==> config.mk <==
export PLATFORM = sky130hd
export DESIGN_NAME = adc_status_ctrl
export DESIGN_NICKNAME = d
export VERILOG_FILES = /design/src/rtl/adc_status_pkg.sv /design/src/rtl/adc_trig_start.sv /design/src/rtl/adc_chan_flags.sv /design/src/rtl/adc_result_ram.sv /design/src/rtl/adc_status_ctrl.sv
export SDC_FILE = /design/constraint.sdc
export NUM_CORES = 1
export LEC_CHECK = 0
export BUFFER_PORTS_ARGS = -buffer_cell sky130_fd_sc_hd__buf_2
export CAP_MARGIN = 20
export CORE_MARGIN = 10
export CORE_UTILIZATION = 40
export DETAILED_ROUTE_END_ITERATION = 6
export PLACE_DENSITY = 0.67
export SYNTH_ARGS = -nofsm -noshare
export SYNTH_HDL_FRONTEND = slang
export SYNTH_SLANG_ARGS = --single-unit
==> constraint.sdc <==
create_clock -name clk -period 2 [get_ports clk]
set_clock_uncertainty 0.05 [all_clocks]
set_input_delay 0.1 -clock clk [delete_from_list [all_inputs] [get_ports clk]]
set_output_delay 0.1 -clock clk [all_outputs]
set_load 0.05 [all_outputs]
==> src/rtl/adc_status_pkg.sv <==
package adc_status_pkg;
  localparam int START_W     = 3;
  localparam int START_NONE  = 0;
  localparam int START_NOW   = 1;
  localparam int START_TRIG0 = 2;

  localparam int ADDR_CTRL   = 0;
  localparam int ADDR_INTEN  = 1;
  localparam int ADDR_STATUS = 2;

  typedef struct packed {
    logic               burst;
    logic               fall;
    logic [START_W-1:0] start;
  } ctrl_t;
endpackage

==> src/rtl/adc_trig_start.sv <==
module adc_trig_start
  import adc_status_pkg::*;
#(
  parameter int NUM_TRIG = 6
) (
  input  logic                clk,
  input  logic                rst,
  input  logic [NUM_TRIG-1:0] trig_in,
  input  ctrl_t               ctrl,
  input  logic                imm_req,
  output logic                start_pulse
);
  logic [NUM_TRIG-1:0] sync_a, sync_b, last_b;
  logic [NUM_TRIG-1:0] sel_edge;
  logic                trig_hit;

  always_ff @(posedge clk) begin
    if (rst) begin
      sync_a <= '0;
      sync_b <= '0;
      last_b <= '0;
    end else begin
      sync_a <= trig_in;
      sync_b <= sync_a;
      last_b <= sync_b;
    end
  end

  assign sel_edge = ctrl.fall ? (last_b & ~sync_b) : (sync_b & ~last_b);

  always_comb begin
    trig_hit = 1'b0;
    for (int i = 0; i < NUM_TRIG; i++)
      if (ctrl.start == START_W'(START_TRIG0 + i)) trig_hit = sel_edge[i];
  end

  always_ff @(posedge clk) begin
    if (rst) start_pulse <= 1'b0;
    else     start_pulse <= imm_req | (~ctrl.burst & trig_hit);
  end
endmodule

==> src/rtl/adc_chan_flags.sv <==
module adc_chan_flags #(
  parameter int NUM_CH = 8,
  parameter int CH_W   = $clog2(NUM_CH)
) (
  input  logic              clk,
  input  logic              rst,
  input  logic              conv_valid,
  input  logic [CH_W-1:0]   conv_ch,
  input  logic              clr_valid,
  input  logic [CH_W-1:0]   clr_ch,
  input  logic [NUM_CH-1:0] inten_n,
  output logic [NUM_CH-1:0] done_q,
  output logic [NUM_CH-1:0] ovr_q,
  output logic              irq_q
);
  logic [NUM_CH-1:0] done_n, ovr_n;

  for (genvar c = 0; c < NUM_CH; c++) begin : g_ch
    logic hit, clr;
    assign hit       = conv_valid && (conv_ch == CH_W'(c));
    assign clr       = clr_valid && (clr_ch == CH_W'(c));
    assign done_n[c] = hit | (done_q[c] & ~clr);
    assign ovr_n[c]  = ~clr & (ovr_q[c] | (hit & done_q[c]));
  end

  always_ff @(posedge clk) begin
    if (rst) begin
      done_q <= '0;
      ovr_q  <= '0;
      irq_q  <= 1'b0;
    end else begin
      done_q <= done_n;
      ovr_q  <= ovr_n;
      irq_q  <= |(done_n & inten_n);
    end
  end
endmodule

==> src/rtl/adc_result_ram.sv <==
module adc_result_ram #(
  parameter int NUM_CH = 8,
  parameter int RES_W  = 10,
  parameter int CH_W   = $clog2(NUM_CH)
) (
  input  logic             clk,
  input  logic             we,
  input  logic [CH_W-1:0]  waddr,
  input  logic [RES_W-1:0] wdata,
  input  logic             re,
  input  logic [CH_W-1:0]  raddr,
  output logic [RES_W-1:0] rdata
);
  logic [RES_W-1:0] mem [NUM_CH];

  always_ff @(posedge clk) begin
    if (we) mem[waddr] <= wdata;
    if (re) rdata <= mem[raddr];
  end
endmodule

==> src/rtl/adc_status_ctrl.sv <==
module adc_status_ctrl
  import adc_status_pkg::*;
#(
  parameter int NUM_CH   = 8,
  parameter int RES_W    = 10,
  parameter int NUM_TRIG = 6,
  parameter int DATA_W   = 32,
  parameter int CH_W     = $clog2(NUM_CH),
  parameter int ADDR_W   = $clog2(NUM_CH) + 1
) (
  input  logic                clk,
  input  logic                rst,
  input  logic                conv_valid,
  input  logic [CH_W-1:0]     conv_ch,
  input  logic [RES_W-1:0]    conv_result,
  input  logic                reg_wr,
  input  logic                reg_rd,
  input  logic [ADDR_W-1:0]   reg_addr,
  input  logic [DATA_W-1:0]   reg_wdata,
  output logic [DATA_W-1:0]   reg_rdata,
  input  logic [NUM_TRIG-1:0] trig_in,
  output logic [DATA_W-1:0]   status_word,
  output logic                irq,
  output logic                start_pulse
);
  localparam int STAT_USED = 2 * NUM_CH + 1;
  localparam int STAT_PAD  = DATA_W - STAT_USED;
  localparam int RES_PAD   = DATA_W - 2 - RES_W;
  localparam int CTRL_W    = $bits(ctrl_t);

  ctrl_t             ctrl_q, ctrl_wr;
  logic [NUM_CH-1:0] inten_q, inten_n;
  logic [NUM_CH-1:0] done_q, ovr_q;
  logic              irq_q;
  logic              wr_ctrl, wr_inten, rd_res, imm_req;
  logic [CH_W-1:0]   rd_ch;
  logic [RES_W-1:0]  ram_q;
  logic              sel_res_q, cap_done_q, cap_ovr_q;
  logic [DATA_W-1:0] misc_q;
  logic              unused_wdata;

  assign unused_wdata = ^reg_wdata[DATA_W-1:NUM_CH];

  assign wr_ctrl  = reg_wr && (reg_addr == ADDR_W'(ADDR_CTRL));
  assign wr_inten = reg_wr && (reg_addr == ADDR_W'(ADDR_INTEN));
  assign rd_res   = reg_rd && reg_addr[ADDR_W-1];
  assign rd_ch    = reg_addr[CH_W-1:0];
  assign ctrl_wr  = ctrl_t'(reg_wdata[CTRL_W-1:0]);
  assign imm_req  = wr_ctrl && (ctrl_wr.start == START_W'(START_NOW)) && !ctrl_wr.burst;
  assign inten_n  = wr_inten ? reg_wdata[NUM_CH-1:0] : inten_q;

  always_ff @(posedge clk) begin
    if (rst) begin
      ctrl_q  <= '0;
      inten_q <= '0;
    end else begin
      inten_q <= inten_n;
      if (wr_ctrl) begin
        ctrl_q <= ctrl_wr;
        if (ctrl_wr.start == START_W'(START_NOW)) ctrl_q.start <= START_W'(START_NONE);
      end
    end
  end

  adc_chan_flags #(.NUM_CH(NUM_CH), .CH_W(CH_W)) u_flags (
    .clk(clk), .rst(rst),
    .conv_valid(conv_valid), .conv_ch(conv_ch),
    .clr_valid(rd_res), .clr_ch(rd_ch),
    .inten_n(inten_n),
    .done_q(done_q), .ovr_q(ovr_q), .irq_q(irq_q)
  );

  adc_result_ram #(.NUM_CH(NUM_CH), .RES_W(RES_W), .CH_W(CH_W)) u_ram (
    .clk(clk),
    .we(conv_valid), .waddr(conv_ch), .wdata(conv_result),
    .re(rd_res), .raddr(rd_ch), .rdata(ram_q)
  );

  adc_trig_start #(.NUM_TRIG(NUM_TRIG)) u_trig (
    .clk(clk), .rst(rst), .trig_in(trig_in),
    .ctrl(ctrl_q), .imm_req(imm_req), .start_pulse(start_pulse)
  );

  assign status_word = {{STAT_PAD{1'b0}}, irq_q, ovr_q, done_q};
  assign irq         = irq_q;

  always_ff @(posedge clk) begin
    if (rst) begin
      sel_res_q  <= 1'b0;
      cap_done_q <= 1'b0;
      cap_ovr_q  <= 1'b0;
      misc_q     <= '0;
    end else if (reg_rd) begin
      sel_res_q  <= rd_res;
      cap_done_q <= done_q[rd_ch];
      cap_ovr_q  <= ovr_q[rd_ch];
      if (reg_addr == ADDR_W'(ADDR_CTRL))
        misc_q <= DATA_W'(ctrl_q);
      else if (reg_addr == ADDR_W'(ADDR_INTEN))
        misc_q <= DATA_W'(inten_q);
      else if (reg_addr == ADDR_W'(ADDR_STATUS))
        misc_q <= status_word;
      else
        misc_q <= '0;
    end
  end

  assign reg_rdata = sel_res_q ? {cap_done_q, cap_ovr_q, {RES_PAD{1'b0}}, ram_q} : misc_q;
endmodule

==> impl_metrics.ini <==
[final_layout]
finalNetCount = 674
final_core_util_pct = 49.1
syn_to_final_growth_pct = 21.5
final_layout_size_suffix_gt1_share_pct = 28.5
finalNonFillerCells = 852
fin_area_um2 = 8050

[timing]
final.setup.tns_ns = 0
clock.fmax_mhz = 540
slew_violations = 0
period_minus_slack_ns = 1.85
slew_headroom_pct = 66.3
setup_violations = 0
worstMarginPinSlew_ns = 0.504
finalCritPeriodShare_pct = 92.7
rsz0062_at_grt = no
finalHoldViolCount = 0

[global_routing]
grt_max_degree = 51
grt_pass1_vias = 4329
grt_use_total_pct = 13.9
grt_pass1_wl_mm = 23.5
globalRouteOverflowTotal = 0
antenna_found_initial = 6

[power_and_ir_drop]
power_mw = 7.28
cellLeakagePower_nw = 3.03
ir_drop_mv = 0.673
powerDensity_nw_per_um2 = 904

[placement]
place_area_um2 = 7220
finalWeightedCongestion = 0.877
dp_cells = 790
port_buffers = 73
hpwlAfterDp_mm = 10.8

[drt]
postRouteAntennaNets = 0
drt-total-wl_mm = 15.2
post_drt_wl_per_cell_um = 17.8
dr.pass1.iters = 4
drc_errors = 0
first_iter_violations = 260
vias_per_cell = 4.96
vias = 4228

[floorplanning]
start_util_pct = 40.4
core-area_um2 = 16400
dieArea_um2 = 22100
num_rows = 47
ios = 126
fp.dieW_um = 149
die_y_um = 149

[synthesis]
ys_seq_area_share_pct = 61.6
yosys_warnings = 0
synth_cells = 504
syn_area_um2 = 6630
synth_cell_type_count = 45
syn_area_per_cell_um2 = 13.2
synth_seq_cells = 159

[cts]
holdBufCountCts = 25
cts_tree = yes
clock_latency_ns = 0.43
post_cts_buffers = 0
cts_sinks = 159
root_buffer = clkbuf_16
clk_pin_slew_ns = 0.07
cts_made_buffers = 17
clockBufferDepth = 2
cts.repair.resized = 0
cts.htree.levels = 4

[worst_setup_path]
cpMaxStageDelayCell = dfxtp_1
crit_fanout = 12
cp-end-kind = output pin
cpPeakStageDelay_ns = 0.64
arrival_ns = 1.70
critPathLaunchType = register
critPathKind = reg2out
worstPathCellList = buf_4, and2_1, buf_2
worstPathRequired_ns = 1.85

[worst_hold_path]
hp-class = in2reg

[run_status]
outcome = complete, no violations

[flow_run]
maxCapViolCount = 0
[power breakdown]
group          switching (mW)  leakage, nW  total (mW)  internal (mW)
Combinational           0.399         1.37       0.620          0.221
Sequential             0.0378         1.38        3.59           3.55
Clock                    1.42        0.280        3.07           1.66
[final cells by class]
| type | count | area [um2] |
|---|---|---|
| flip-flops and latches | 159 | 4080 |
| diodes | 5 | 12.5 |
| clock inverters | 15 | 143 |
| clock buffers | 17 | 425 |
| well taps | 220 | 275 |
| fillers | 1417 | 8350 |
| inverters | 2 | 7.51 |
| repair buffers | 121 | 826 |
| multi-input cells | 313 | 2280 |
[kinds of logic after synthesis]
logic type	after synthesis	synth area share, %
flops	159	61.6
compound gates	75	6.98
simple gates	153	12.0
mux	57	13.7
buf+inv	59	5.61
other cells	1	0.0566
[registers in the layout, indices dropped and copies added, names as in the netlist, 6 cells and up]
register / flops
u_ram.rdata: 10
u_ram.mem: 80
u_trig.last_b: 6
inten_q: 8
u_flags.ovr_q: 8
misc_q: 17
u_flags.done_q: 8
u_trig.sync_b: 6
u_trig.sync_a: 6
[cell usage after synthesis, drive strengths merged]
cell type	number	area share (%)
o22a	2	0.26
and3	1	0.094
nor3	2	0.15
mux2	20	3.4
a211oi	4	0.45
mux2i	12	1.8
a221oi	1	0.13
or3	1	0.094
nand3	8	0.60
o31ai	1	0.11
o2111a	1	0.17
nand3b	1	0.11
or4b	1	0.15
a31oi	2	0.42
a22o	1	0.13
nand2	27	1.6
o22ai	4	0.38
a21oi	40	3.0
buf	40	4.5
or3b	1	0.13
inv	2	0.11
and2	3	0.28
nand2b	10	0.94
a311oi	3	0.40
o21ai	11	0.83
nor3b	6	0.92
o2bb2ai	1	0.13
nor2b	45	4.2
dfxtp	69	21
mux4	25	8.5
clkbuf	17	0.96
nor2	46	2.6
and3b	1	0.13
a21boi	2	0.23
conb	1	0.057
edfxtp	90	41
a2bb2o	2	0.32
[placed cells by master, fill, tap and decap left out, types with 4 or more instances in the layout]
cell type | Yosys | routed
o22ai_1 | 4 | 4
dlygate4sd3_1 | 0 | 25
a211oi_1 | 4 | 4
nor3b_1 | 4 | 4
mux2i_1 | 12 | 12
inv_8 | 0 | 7
nand2b_1 | 10 | 10
buf_2 | 6 | 73
dfxtp_1 | 69 | 69
clkbuf_16 | 0 | 17
nand3_1 | 8 | 8
nor2b_1 | 45 | 45
buf_4 | 30 | 20
conb_1 | 1 | 28
mux2_2 | 20 | 20
mux4_2 | 25 | 25
diode_2 | 0 | 5
nor2_1 | 46 | 46
a21oi_1 | 40 | 40
edfxtp_1 | 90 | 90
nand2_1 | 26 | 26
o21ai_0 | 11 | 11
[metal layers]
layer  up-vias  share of wire (%)  global-route usage, %
li1       2009                  -                      -
met1      2051                 41                   16.0
met2       145                 48                   22.9
met3        21                9.0                   5.34
met4         2                2.0                   5.54
met5         -              0.046                      0
[final timing paths]
path / from / to / slack (ns) / depth (start not counted)
setup / recovery: sel_res_q / reg_rdata[30] / 0.15 / 3
hold / removal: rst / u_trig.last_b[3] / 0.02 / 2
setup reg to reg: ctrl_q[3] / u_trig.start_pulse / 0.35 / 4
hold reg to reg: u_trig.sync_a[0] / u_trig.sync_b[0] / 0.39 / 1
[metrics by stage]
step           worst slack (ns)  hold slack (ns)
2_1_floorplan             0.281            0.149
3_3_place_gp              0.333            0.260
3_5_place_dp              0.324            0.266
4_1_cts                   0.108          0.00659
5_1_grt                  0.0154           0.0303
6_report                  0.147           0.0248
[critical path: cells and delay by family, from the launching register on]
family	cells	cell delay, ns
flops	1	0.64
simple gates	1	0.13
buf+inv	2	0.51
No activity file was read; power rests on OpenSTA's default activity.
